[config.mk]
export PLATFORM = sky130hd
export DESIGN_NAME = dma_regfile
export DESIGN_NICKNAME = d
export VERILOG_FILES = /design/src/rtl/dma_reg_pkg.sv /design/src/rtl/dma_byte_ptr.sv /design/src/rtl/dma_chan.sv /design/src/rtl/dma_ctrl.sv /design/src/rtl/dma_regfile.sv
export SDC_FILE = /design/constraint.sdc
export NUM_CORES = 1
export LEC_CHECK = 0
export ABC_AREA = 0
export CORE_MARGIN = 5
export CORE_UTILIZATION = 60
export CTS_BUF_LIST = sky130_fd_sc_hd__clkbuf_4 sky130_fd_sc_hd__clkbuf_8
export CTS_CLUSTER_SIZE = 16
export DETAILED_ROUTE_END_ITERATION = 7
export HOLD_SLACK_MARGIN = 0.06
export PLACE_DENSITY = 0.92
export SETUP_SLACK_MARGIN = 0.02
export SYNTH_ARGS = -nofsm -noshare
export SYNTH_HDL_FRONTEND = slang
export SYNTH_SLANG_ARGS = --single-unit
[constraint.sdc]
create_clock -name clk_i -period 5.6 [get_ports clk_i]
set_input_delay 1.68 -clock clk_i [delete_from_list [all_inputs] [get_ports clk_i]]
set_output_delay 1.68 -clock clk_i [all_outputs]
set_load 0.1 [all_outputs]
[src/rtl/dma_reg_pkg.sv]
package dma_reg_pkg;
  localparam int unsigned NCH = 4;
  localparam int unsigned CW  = $clog2(NCH);
  localparam int unsigned MW  = 6;
  localparam int unsigned MODE_AUTO_BIT = 2;  // data bit 4
  localparam int unsigned MODE_DEC_BIT  = 3;  // data bit 5
  localparam logic [3:0] OFS_CMD    = 4'h8;
  localparam logic [3:0] OFS_REQ    = 4'h9;
  localparam logic [3:0] OFS_MASK1  = 4'hA;
  localparam logic [3:0] OFS_MODE   = 4'hB;
  localparam logic [3:0] OFS_PCLR   = 4'hC;
  localparam logic [3:0] OFS_MCLR   = 4'hD;
  localparam logic [3:0] OFS_MZERO  = 4'hE;
  localparam logic [3:0] OFS_MALL   = 4'hF;
endpackage

[src/rtl/dma_byte_ptr.sv]
module dma_byte_ptr (
  input  logic clk_i,
  input  logic rst_ni,
  input  logic clr_i,
  input  logic tgl_i,
  output logic hi_o
);
  always_ff @(posedge clk_i or negedge rst_ni) begin
    if (!rst_ni)    hi_o <= 1'b0;
    else if (clr_i) hi_o <= 1'b0;
    else if (tgl_i) hi_o <= ~hi_o;
  end
endmodule

[src/rtl/dma_chan.sv]
module dma_chan #(
  parameter int unsigned DW = 8,
  localparam int unsigned VW = 2 * DW
) (
  input  logic          clk_i,
  input  logic          rst_ni,
  input  logic          ld_addr_i,
  input  logic          ld_cnt_i,
  input  logic          hi_i,
  input  logic [DW-1:0] wdata_i,
  input  logic          step_i,
  input  logic          dec_i,
  input  logic          auto_i,
  output logic [VW-1:0] cur_addr_o,
  output logic [VW-1:0] cur_cnt_o,
  output logic          tc_o
);
  logic [VW-1:0] base_addr_q, base_cnt_q;
  logic          reload;

  assign tc_o   = step_i && (cur_cnt_o == '0);
  assign reload = tc_o && auto_i;

  always_ff @(posedge clk_i or negedge rst_ni) begin
    if (!rst_ni) begin
      base_addr_q <= '0;
      cur_addr_o  <= '0;
    end else if (ld_addr_i) begin
      if (hi_i) begin
        base_addr_q[DW +: DW] <= wdata_i;
        cur_addr_o[DW +: DW]  <= wdata_i;
      end else begin
        base_addr_q[0 +: DW] <= wdata_i;
        cur_addr_o[0 +: DW]  <= wdata_i;
      end
    end else if (step_i) begin
      if (reload)     cur_addr_o <= base_addr_q;
      else if (dec_i) cur_addr_o <= cur_addr_o - 1'b1;
      else            cur_addr_o <= cur_addr_o + 1'b1;
    end
  end

  always_ff @(posedge clk_i or negedge rst_ni) begin
    if (!rst_ni) begin
      base_cnt_q <= '0;
      cur_cnt_o  <= '0;
    end else if (ld_cnt_i) begin
      if (hi_i) begin
        base_cnt_q[DW +: DW] <= wdata_i;
        cur_cnt_o[DW +: DW]  <= wdata_i;
      end else begin
        base_cnt_q[0 +: DW] <= wdata_i;
        cur_cnt_o[0 +: DW]  <= wdata_i;
      end
    end else if (step_i) begin
      if (reload) cur_cnt_o <= base_cnt_q;
      else        cur_cnt_o <= cur_cnt_o - 1'b1;
    end
  end
endmodule

[src/rtl/dma_ctrl.sv]
module dma_ctrl
  import dma_reg_pkg::*;
#(
  parameter int unsigned DW = 8
) (
  input  logic              clk_i,
  input  logic              rst_ni,
  input  logic              wr_i,
  input  logic [3:0]        addr_i,
  input  logic [DW-1:0]     wdata_i,
  input  logic              sts_rd_i,
  input  logic [NCH-1:0]    tc_i,
  output logic [NCH-1:0]    mask_o,
  output logic [NCH*MW-1:0] mode_o,
  output logic [DW-1:0]     cmd_o,
  output logic [NCH-1:0]    req_o,
  output logic [NCH-1:0]    tc_sts_o
);
  logic [MW-1:0] mode_q [NCH];
  logic [CW-1:0] sel;
  logic          mclr;

  assign sel  = wdata_i[CW-1:0];
  assign mclr = wr_i && (addr_i == OFS_MCLR);

  for (genvar i = 0; i < NCH; i++) begin : g_mode_out
    assign mode_o[i*MW +: MW] = mode_q[i];
  end

  always_ff @(posedge clk_i or negedge rst_ni) begin
    if (!rst_ni) begin
      mask_o   <= '1;
      cmd_o    <= '0;
      req_o    <= '0;
      tc_sts_o <= '0;
      for (int i = 0; i < NCH; i++) mode_q[i] <= '0;
    end else if (mclr) begin
      mask_o   <= '1;
      cmd_o    <= '0;
      req_o    <= '0;
      tc_sts_o <= '0;
      for (int i = 0; i < NCH; i++) mode_q[i] <= '0;
    end else begin
      if (wr_i && addr_i == OFS_CMD)   cmd_o <= wdata_i;
      if (wr_i && addr_i == OFS_MODE)  mode_q[sel] <= wdata_i[DW-1:2];
      if (wr_i && addr_i == OFS_MASK1) mask_o[sel] <= wdata_i[2];
      if (wr_i && addr_i == OFS_MZERO) mask_o <= '0;
      if (wr_i && addr_i == OFS_MALL)  mask_o <= wdata_i[NCH-1:0];
      if (wr_i && addr_i == OFS_REQ)   req_o[sel] <= wdata_i[2];
      tc_sts_o <= (sts_rd_i ? '0 : tc_sts_o) | tc_i;
      // terminal events take priority over same-cycle host writes
      for (int i = 0; i < NCH; i++) begin
        if (tc_i[i]) begin
          req_o[i] <= 1'b0;
          if (!mode_q[i][MODE_AUTO_BIT]) mask_o[i] <= 1'b1;
        end
      end
    end
  end
endmodule

[src/rtl/dma_regfile.sv]
module dma_regfile
  import dma_reg_pkg::*;
#(
  parameter int unsigned DW = 8,
  localparam int unsigned VW = 2 * DW
) (
  input  logic              clk_i,
  input  logic              rst_ni,
  input  logic [3:0]        addr_i,
  input  logic [DW-1:0]     wdata_i,
  input  logic              wr_i,
  input  logic              rd_i,
  input  logic [NCH-1:0]    step_i,
  output logic [DW-1:0]     rdata_o,
  output logic [NCH*VW-1:0] cur_addr_o,
  output logic [NCH*VW-1:0] cur_cnt_o,
  output logic [NCH*MW-1:0] mode_o,
  output logic [NCH-1:0]    mask_o,
  output logic [DW-1:0]     cmd_o
);
  logic           is_chan, ptr_hi, ptr_clr, sts_rd;
  logic [CW-1:0]  ch;
  logic [NCH-1:0] step_eff, tc, req, tc_sts;
  logic [VW-1:0]  rd_val;

  assign is_chan  = ~addr_i[3];
  assign ch       = addr_i[CW:1];
  assign ptr_clr  = wr_i && (addr_i == OFS_PCLR || addr_i == OFS_MCLR);
  assign sts_rd   = rd_i && (addr_i == OFS_CMD);
  assign step_eff = step_i & ~mask_o;

  dma_byte_ptr u_ptr (
    .clk_i (clk_i),
    .rst_ni(rst_ni),
    .clr_i (ptr_clr),
    .tgl_i ((wr_i || rd_i) && is_chan),
    .hi_o  (ptr_hi)
  );

  for (genvar n = 0; n < NCH; n++) begin : g_chan
    logic hit;
    assign hit = wr_i && is_chan && (ch == CW'(n));
    dma_chan #(.DW(DW)) u_chan (
      .clk_i     (clk_i),
      .rst_ni    (rst_ni),
      .ld_addr_i (hit && !addr_i[0]),
      .ld_cnt_i  (hit && addr_i[0]),
      .hi_i      (ptr_hi),
      .wdata_i   (wdata_i),
      .step_i    (step_eff[n]),
      .dec_i     (mode_o[n*MW + MODE_DEC_BIT]),
      .auto_i    (mode_o[n*MW + MODE_AUTO_BIT]),
      .cur_addr_o(cur_addr_o[n*VW +: VW]),
      .cur_cnt_o (cur_cnt_o[n*VW +: VW]),
      .tc_o      (tc[n])
    );
  end

  dma_ctrl #(.DW(DW)) u_ctrl (
    .clk_i   (clk_i),
    .rst_ni  (rst_ni),
    .wr_i    (wr_i),
    .addr_i  (addr_i),
    .wdata_i (wdata_i),
    .sts_rd_i(sts_rd),
    .tc_i    (tc),
    .mask_o  (mask_o),
    .mode_o  (mode_o),
    .cmd_o   (cmd_o),
    .req_o   (req),
    .tc_sts_o(tc_sts)
  );

  assign rd_val = addr_i[0] ? cur_cnt_o[ch*VW +: VW] : cur_addr_o[ch*VW +: VW];

  always_comb begin
    rdata_o = '0;
    if (rd_i) begin
      if (is_chan)                  rdata_o = ptr_hi ? rd_val[DW +: DW] : rd_val[0 +: DW];
      else if (addr_i == OFS_CMD)   rdata_o = DW'({req, tc_sts});
    end
  end
endmodule

## After elaboration in Yosys (flattened, before gate mapping)

Index checks and enable logic that the tools add are counted.

| operators by class | value |
|---|---|
| muxes and demuxes | 68 |
| add/subtract/negate cells | 12 |
| div/mod/pow operators | 0 |
| $lt $le $gt $ge | 4 |
| eq/ne operators | 27 |
| bitwise operators | 6 |
| $mul | 0 |
| reduce and logical (&&, ||, !) cells | 88 |
| shift-type cells | 2 |

Operators with widths:

| cell | count |
|---|---|
| 16-bit 2-to-1 mux | 29 |
| 64-bit by 7-bit indexed part select with 16-bit output | 2 |
| 16-bit by 1-bit subtractor with 16-bit output, second input constant | 8 |
| 16-bit by 1-bit adder with 16-bit output, second input constant | 4 |
| 16-bit logical NOT | 4 |
| 8-bit 2-to-1 mux | 8 |
| 2-bit AND reduction | 32 |
| 24-bit 2-to-1 mux | 2 |
| 1-bit logical AND | 33 |
| 4-bit == test, second input constant | 8 |
| 4-bit 2-to-1 mux | 8 |
| 2-bit != test, second input constant | 16 |
| 24-bit bitwise mux | 1 |
| 2-bit nonzero test | 11 |
| 1-bit 2-to-1 mux | 15 |
| 6-bit demux with 2-bit select | 1 |
| 3-bit nonzero test | 4 |
| 4-bit bitwise mux | 2 |
| 6-bit 2-to-1 mux | 1 |
| 4-bit AND | 1 |
| 2-bit == test, second input constant | 2 |
| 4-bit NOT | 1 |
| 4-bit bitwise OR | 1 |
| 3-bit greater-or-equal comparator, second input constant | 1 |
| other kinds (10) | 12 |

| word-level totals | value |
|---|---|
| latch bits | 0 |
| bits in writable memories | 0 |
| register bits | 301 |
| output and inout port bits | 172 |
| word-level logic and storage cells | 251 |
| bits in read-only memories | 0 |
| memories kept | 0 |

## Longest topological paths before layout

Gate-level depths: netlist of run 1.

| depth | value |
|---|---|
| depth in word-level cells | 11 |
| gate-level depth with buffers | 11 |

## By module

A second synthesis of run 1 with hierarchy kept.

| second synthesis, totals | value |
|---|---|
| cells, all modules | 2,108 |
| area, all modules | 19,443.6 µm² |

Modules (own cells, without submodules):

| module | area an instance (µm²) | cells an instance | instances |
|---|---|---|---|
| dma_chan at g_chan[0].u_chan ... | 4,013.8 | 447 | 2 |
| dma_chan at g_chan[2].u_chan ... | 3,935.0 | 404 | 2 |
| dma_ctrl | 2,212.1 | 236 | 1 |
| dma_regfile | 1,296.2 | 167 | 1 |
| dma_byte_ptr | 37.5 | 3 | 1 |

## Worst setup path after synthesis of run 1

Ideal clock, no wire load.

| timing | value |
|---|---|
| kind | input-to-output |
| start | input port addr_i[1] |
| end | output port rdata_o[1] |
| arrival | 5,056 ps |
| path slack | -1,136 ps |
| stages on the path | 6 |
| path buffers | 2 |
| cell sequence | buf_2 buf_1 mux4_2 mux4_2 inv_1 o21ai_0 |

| between the ends | value |
|---|---|
| word-level cells in the longest chain between the ends | 5 |
| elaborated cells between the ends (all ways) | 8 |
| classes of those cells | 1 x eq/ne; 2 x shift; 5 x mux |

Ends and longest elaborated chain:

| element | line | RTL |
|---|---|---|
| start: declaration | dma_regfile.sv:9 | `input logic [3:0] addr_i,` |
| 64-bit by 7-bit indexed part select with 16-bit output | dma_regfile.sv:74 | `assign rd_val = addr_i[0] ? cur_cnt_o[ch*VW +: VW] : cur_addr_o[ch*VW +: VW];` |
| 16-bit 2-to-1 mux | dma_regfile.sv:74 |  |
| 8-bit 2-to-1 mux | dma_regfile.sv:79 | `if (is_chan) rdata_o = ptr_hi ? rd_val[DW +: DW] : rd_val[0 +: DW];` |
| 8-bit 2-to-1 mux (*) | dma_regfile.sv:79 |  |
| 8-bit 2-to-1 mux (*) | dma_regfile.sv:78 | `if (rd_i) begin` |
| end: declaration | dma_regfile.sv:14 | `output logic [DW-1:0] rdata_o,` |

Every way passes the cells marked *; elsewhere a longest branch is shown, timed or not.

## Worst setup path after layout of run 1

| timing | value |
|---|---|
| start | input port addr_i[1] |
| end | output port rdata_o[5] |

The elaborated chain is that of the path after synthesis.

==> results by group, run 1 <==
Outcome
  • Status: finished clean

Placement
  • DP Wirelength: 45200 µm
  • Post-place setup slack: 411 ps
  • Placer Congestion: 1.00
  • Buffers on Ports: 191
  • Placed cells: 2494

Routing
  • Antenna-violating nets left: 0
  • Drt first pass iters: 7
  • WL/cell: 24.7 µm
  • Wirelength, routed: 63900 µm
  • Residual DRC count: 0
  • DRC marker count from the first detailed-route iteration: 2416
  • Routed vias/inst: 6.79
  • Via Count: 17600

Clock network
  • TritonCTS clock tree: built
  • CTS sink cnt: 301
  • Root buffer cell: clkbuf_8
  • H-tree depth reported by CTS: 2
  • PostCTS Resize Cnt: 0
  • Clock transition at path regs: 70 ps
  • Post-CTS Hold Fix Bufs: 0
  • CTS buffer count: 50
  • Worst-skew pair later-pin latency: 580 ps
  • Post-CTS Setup Inserts: 0
  • Clock buffer depth: 3

Critical path
  • CP endpoint kind: output pin
  • Critical path launch point type: input pin
  • Worst endpoint data arrival time: 3530 ps
  • Worst r2r src: g_chan[3].u_chan.cur_cnt_o[6]$_DFFE_PN0P_
  • Crit path max fanout: 45
  • R2R setup slack: 2110 ps
  • R2R depth: 9
  • Worst R2R End: g_chan[3].u_chan.cur_cnt_o[8]$_DFFE_PN0P_
  • Crit Path Category: input pin to output pin
  • CP required: 3920 ps

Synthesis
  • EDFF count, synth: 0
  • Sequential area share after synthesis: 40.2%
  • Avg Synthesized Cell Area: 9.47 µm²
  • Post-synth top area cell: dfrtp_1
  • Post-synth top flop: dfrtp_1
  • Synth Register Bits: 301
  • Area fraction of the dominant cell type after synthesis: 39.7%
  • Synthesized Nets: 2068
  • Syn Std Cell Area: 18700 µm²
  • Mapped Cells: 1980
  • Post-synth ARST share: 100%
  • YS warnings: 0
  • Synth unique cells: 74
  • Synth top area cells: dfrtp_1, mux2_2, mux4_2

Floorplanning
  • Die H: 187 µm
  • Rows: 64
  • Core area: 30700 µm²
  • Chip Width: 187 µm
  • Io pins: 192
  • Die Area: 34900 µm²
  • Initial Util: 61.0%

Cells and area
  • Commonest non-fill, non-tap cell in the layout: dfrtp_1
  • Commonest cells after routing, fill and taps aside: dfrtp_1, nor2_1, nand2_1, clkdlybuf4s50_1, mux2_2
  • Area Overhead vs Synth: 19.2%
  • Nets@finish: 2238
  • Post-Layout Cell Count: 2587
  • Share of cells above drive strength 1: 17.0%

Timing
  • Actual slew at the worst max-slew pin: 1290 ps
  • Max Slew Vio Count: 0
  • RSZ-0062 raised after global routing: no
  • Fin worst setup slack: 392 ps
  • Achievable frequency: 192 MHz
  • Layout Skew: 19.6 ps
  • Slew margin rel.: 14.0%
  • Setup TNS: 0 ps
  • Period utilization: 93.0%
  • Final setup vio count: 0
  • Hold Vio Cnt, Final: 0
  • Hold_ws: 505 ps
  • Fin crit period: 5210 ps

Global route
  • Vias in the first global route: 17500
  • GRT overflow: 0
  • Initial antenna violation count: 7
  • Tot GR Track Use: 35.6%
  • First-pass GRT wire length: 99600 µm
  • Largest net degree at the start of global routing: 143

Power
  • Max IR drop VDD: 687 µV
  • Power consumption: 13.9 mW
  • Pleak: 9.49 nW
  • Cell Pwr Density: 621 nW/µm²

Hold path
  • Hold EP: g_chan[0].u_chan.base_cnt_q[14]$_DFFE_PN0P_
  • Hold_sp: g_chan[0].u_chan.base_cnt_q[14]$_DFFE_PN0P_
  • HP Class: register to register
  • Worst Hold Depth: 1

Flow run
  • Max_cap viols: 0
final cells by class:
class	instances	area, µm²
multi-input cells	1516	10600
fillers	2167	8410
flip-flops and latches	301	7540
repair buffers	243	2410
clock buffers	81	1050
well taps	396	495
inverters	38	143
clock inverters	10	129
diodes	2	5.00
per-layer routing:
metal,vias to the layer above,track usage [%],routed length (µm)
met5,-,0,87
met4,10,18.3,3800
met3,307,10.7,8900
met2,1331,54.2,27900
met1,8329,46.4,23200
li1,7581,-,-
kinds of logic (layout without fill, tap and decap cells):
family	after synthesis	in the layout	share of synthesized area (%)
and+or+nand+nor	644	644	15.5
adders and majority gates	68	68	4.70
xor gates and xnor gates	90	90	4.21
muxes	207	207	14.6
buffers and inverters	163	372	3.66
DFF	301	301	40.2
other	0	2	0
AOI/OAI and AO/OA	507	507	17.1
metrics by stage:
stage	utilization [%]	cell area [µm²]
2_1_floorplan	-	18800
3_3_place_gp	68.8	21200
3_5_place_dp	68.8	21200
4_1_cts	72.6	22300
5_1_grt	72.6	22300
6_report	72.6	22300
Yosys cell counts (15+ instances only):
library cell and number:
mux2i_1 31, nor2_1 224, a21o_1 23, nand3_1 40
dfrtp_1 297, xnor2_1 57, nand2_1 208, and3_1 15
o21ai_0 106, o211ai_1 46, clkbuf_1 89, inv_1 37
mux2_2 136, nor3_1 66, a31oi_1 31, ha_1 64
a211oi_1 58, mux4_2 40, xor2_1 33, o31ai_1 24
a21oi_1 131
where the power goes:
part | total (mW) | internal [mW] | switching (mW)
Sequential | 4.23 | 2.88 | 1.35
Combinational | 7.40 | 2.31 | 5.09
Clock | 2.23 | 1.32 | 0.915
state kept, by name, summed over array words and instances (netlist names):
name,flops
u_ptr.hi_o,1
u_ctrl.tc_sts_o,4
u_ctrl.mask_o,4
u_ctrl.req_o,4
g_chan.u_chan.cur_addr_o,64
g_chan.u_chan.base_addr_q,64
g_chan.u_chan.base_cnt_q,64
g_chan.u_chan.cur_cnt_o,64
u_ctrl.mode_o,24
u_ctrl.cmd_o,8
how the worst max path moves through the flow:
stage / start / end / cells after the start
final: addr_i[1] / rdata_o[5] / 7
after global routing: addr_i[1] / rdata_o[5] / 7
after CTS: addr_i[1] / rdata_o[5] / 7
after detailed placement: addr_i[1] / rdata_o[5] / 7
after global placement: addr_i[1] / rdata_o[6] / 7
after floorplan: addr_i[1] / rdata_o[0] / 6
critical path: stages:
cell	delay, ps
buf_2	110
buf_12	280
mux4_2	560
mux4_2	480
inv_1	90
o21ai_2	110
buf_12	210
Note: power is estimated with default switching activity, not from simulation.
==> run 2: changes to the inputs <==
PLACE_DENSITY = 0.84   (was 0.92)
SETUP_SLACK_MARGIN = 0.15   (was 0.02)
==> run 2 against run 1 <==
Routed wire length barely moved; sequential share of layout area rose by 0.13 points; critical path type unchanged; maximum frequency fell by 0.45%; via count fell by 0.42%; worst hold slack got worse by 7.3 ps; total power fell by 1.8%; critical path depth did not move; worst setup slack got worse by 24 ps; combinational power barely moved.
==> results by group, run 2 (synthesized netlist as in run 1, its figures left out) <==
Outcome
  • Status: finished clean

Hold path
  • Worst Hold Depth: 1
  • Hold_sp: g_chan[0].u_chan.base_cnt_q[14]$_DFFE_PN0P_
  • HP Class: register to register

Timing
  • Max Slew Vio Count: 0
  • Period utilization: 93.4%
  • Final setup vio count: 0
  • Actual slew at the worst max-slew pin: 1440 ps
  • Fin crit period: 5230 ps
  • Slew margin rel.: 3.70%
  • Layout Skew: 19.3 ps
  • Hold Vio Cnt, Final: 0
  • RSZ-0062 raised after global routing: no
  • Setup TNS: 0 ps
  • Achievable frequency: 191 MHz

Cells and area
  • Share of cells above drive strength 1: 16.9%
  • Nets@finish: 2239
  • Area Overhead vs Synth: 18.7%
  • Commonest non-fill, non-tap cell in the layout: dfrtp_1
  • Final Cell Area: 22300 µm²
  • Commonest cells after routing, fill and taps aside: dfrtp_1, nor2_1, nand2_1, clkdlybuf4s50_1, mux2_2
  • Fillcell total: 2291
  • Multi-input gate area in the final layout: 10600 µm²
  • Fin util: 72.4%
  • FF+latch area: 7540 µm²

Critical path
  • Largest stage delay, worst path: 580 ps
  • Crit-path slowest cell: mux4_2
  • Crit Path Category: input pin to output pin
  • CP required: 3920 ps
  • Critical path launch point type: input pin
  • R2R depth: 6
  • Worst-path cell chain: buf_2, buf_12, mux4_2, mux4_2, inv_1, o21ai_2, buf_12
  • Crit path max fanout: 45
  • CP endpoint kind: output pin
  • Worst r2r src: g_chan[1].u_chan.cur_cnt_o[8]$_DFFE_PN0P_
  • Worst endpoint data arrival time: 3550 ps
  • Worst Setup SP: addr_i[1]

Routing
  • Drt first pass iters: 5
  • Routed vias/inst: 6.77
  • Antenna-violating nets left: 0
  • Via Count: 17500
  • DRC marker count from the first detailed-route iteration: 2109
  • Residual DRC count: 0
  • Wirelength, routed: 63900 µm
  • WL/cell: 24.7 µm

Power
  • Switching part of the total: 53.5%
  • Pleak: 9.46 nW
  • Max IR drop VDD: 747 µV
  • Sequential power share: 30.9%
  • Switching power: 7.29 mW
  • Power consumption: 13.6 mW
  • Gate power share: 54.3%
  • Internal Dissipation: 6.33 mW
  • Clk pwr share: 14.8%
  • Cell Pwr Density: 612 nW/µm²

Placement
  • Buffers on Ports: 191
  • Placer Congestion: 0.977
  • DP Area: 21200 µm²
  • DP Wirelength: 45300 µm

Flow run
  • Max_cap viols: 0

Clock network
  • Clock transition at path regs: 50 ps
  • TritonCTS clock tree: built
  • Post-CTS Hold Fix Bufs: 0
  • CTS sink cnt: 301
  • CTS buffer count: 50
  • PostCTS Resize Cnt: 0
  • H-tree depth reported by CTS: 2
  • Clock buffer depth: 3
  • Post-CTS Setup Inserts: 0
  • Worst-skew pair later-pin latency: 570 ps
  • Root buffer cell: clkbuf_8

Global route
  • Tot GR Track Use: 35.5%
  • Initial antenna violation count: 5
  • GRT overflow: 0
  • Largest net degree at the start of global routing: 118
  • First-pass GRT wire length: 99100 µm
  • Vias in the first global route: 17200

Floorplanning
  • Die H: 187 µm
  • Io pins: 192
  • Initial Util: 61.0%
  • Rows: 64
  • Core area: 30700 µm²
  • Die Area: 34900 µm²
  • Chip Width: 187 µm
## run 2: path summary, 6_finish.rpt
| kind | end | slack, ps |
|---|---|---|
| max in group asynchronous | g_chan[2].u_chan.base_cnt_q[3]$_DFFE_PN0P_ | 3330 |
| hold / removal | g_chan[0].u_chan.base_cnt_q[14]$_DFFE_PN0P_ | 500 |
| min in group asynchronous | g_chan[1].u_chan.base_cnt_q[11]$_DFFE_PN0P_ | 1160 |
| setup / recovery | rdata_o[4] | 370 |
| setup reg to reg | g_chan[1].u_chan.cur_addr_o[6]$_DFFE_PN0P_ | 2190 |
| hold reg to reg | g_chan[0].u_chan.base_cnt_q[14]$_DFFE_PN0P_ | 500 |
## run 2: area by class of cell
type,instances,share of cell area [%]
diodes,2,0.0225
multi-input cells,1516,47.5
clock inverters,3,0.0675
flip-flops and latches,301,33.9
inverters,38,0.641
well taps,396,2.23
repair buffers,244,11.1
clock buffers,84,4.58
## run 2: power by group through the flow
stage               Sequential [mW]  Combinational (mW)  Clock (mW)
global placement               4.17                7.17           0
floorplan                      6.56                2.72           0
detailed placement             4.17                7.32           0
global route                   4.23                7.80        2.12
CTS                            4.13                7.36        2.01
finish                         4.21                7.40        2.01
## run 2: stage by stage
stage	cells	hold WS, ps	worst slack (ps)
4_1_cts	2581	501	180
3_5_place_dp	2494	489	190
2_1_floorplan	1980	464	150
5_1_grt	2582	514	303
6_report	2584	498	368
3_3_place_gp	2494	484	204
## run 2: routing by layer
| layer | global-route usage, % | wire, µm | vias to the layer above |
|---|---|---|---|
| li1 | - | - | 7580 |
| met1 | 49.2 | 24800 | 8451 |
| met2 | 53.9 | 28200 | 1193 |
| met3 | 7.64 | 7370 | 252 |
| met4 | 16.6 | 3500 | 8 |
| met5 | 0 | 43 | - |
## run 2: worst max-delay path: cells and delay by family
family | cells | cell delay [ps]
compound gates | 1 | 100
mux | 2 | 1060
buf+inv | 4 | 680
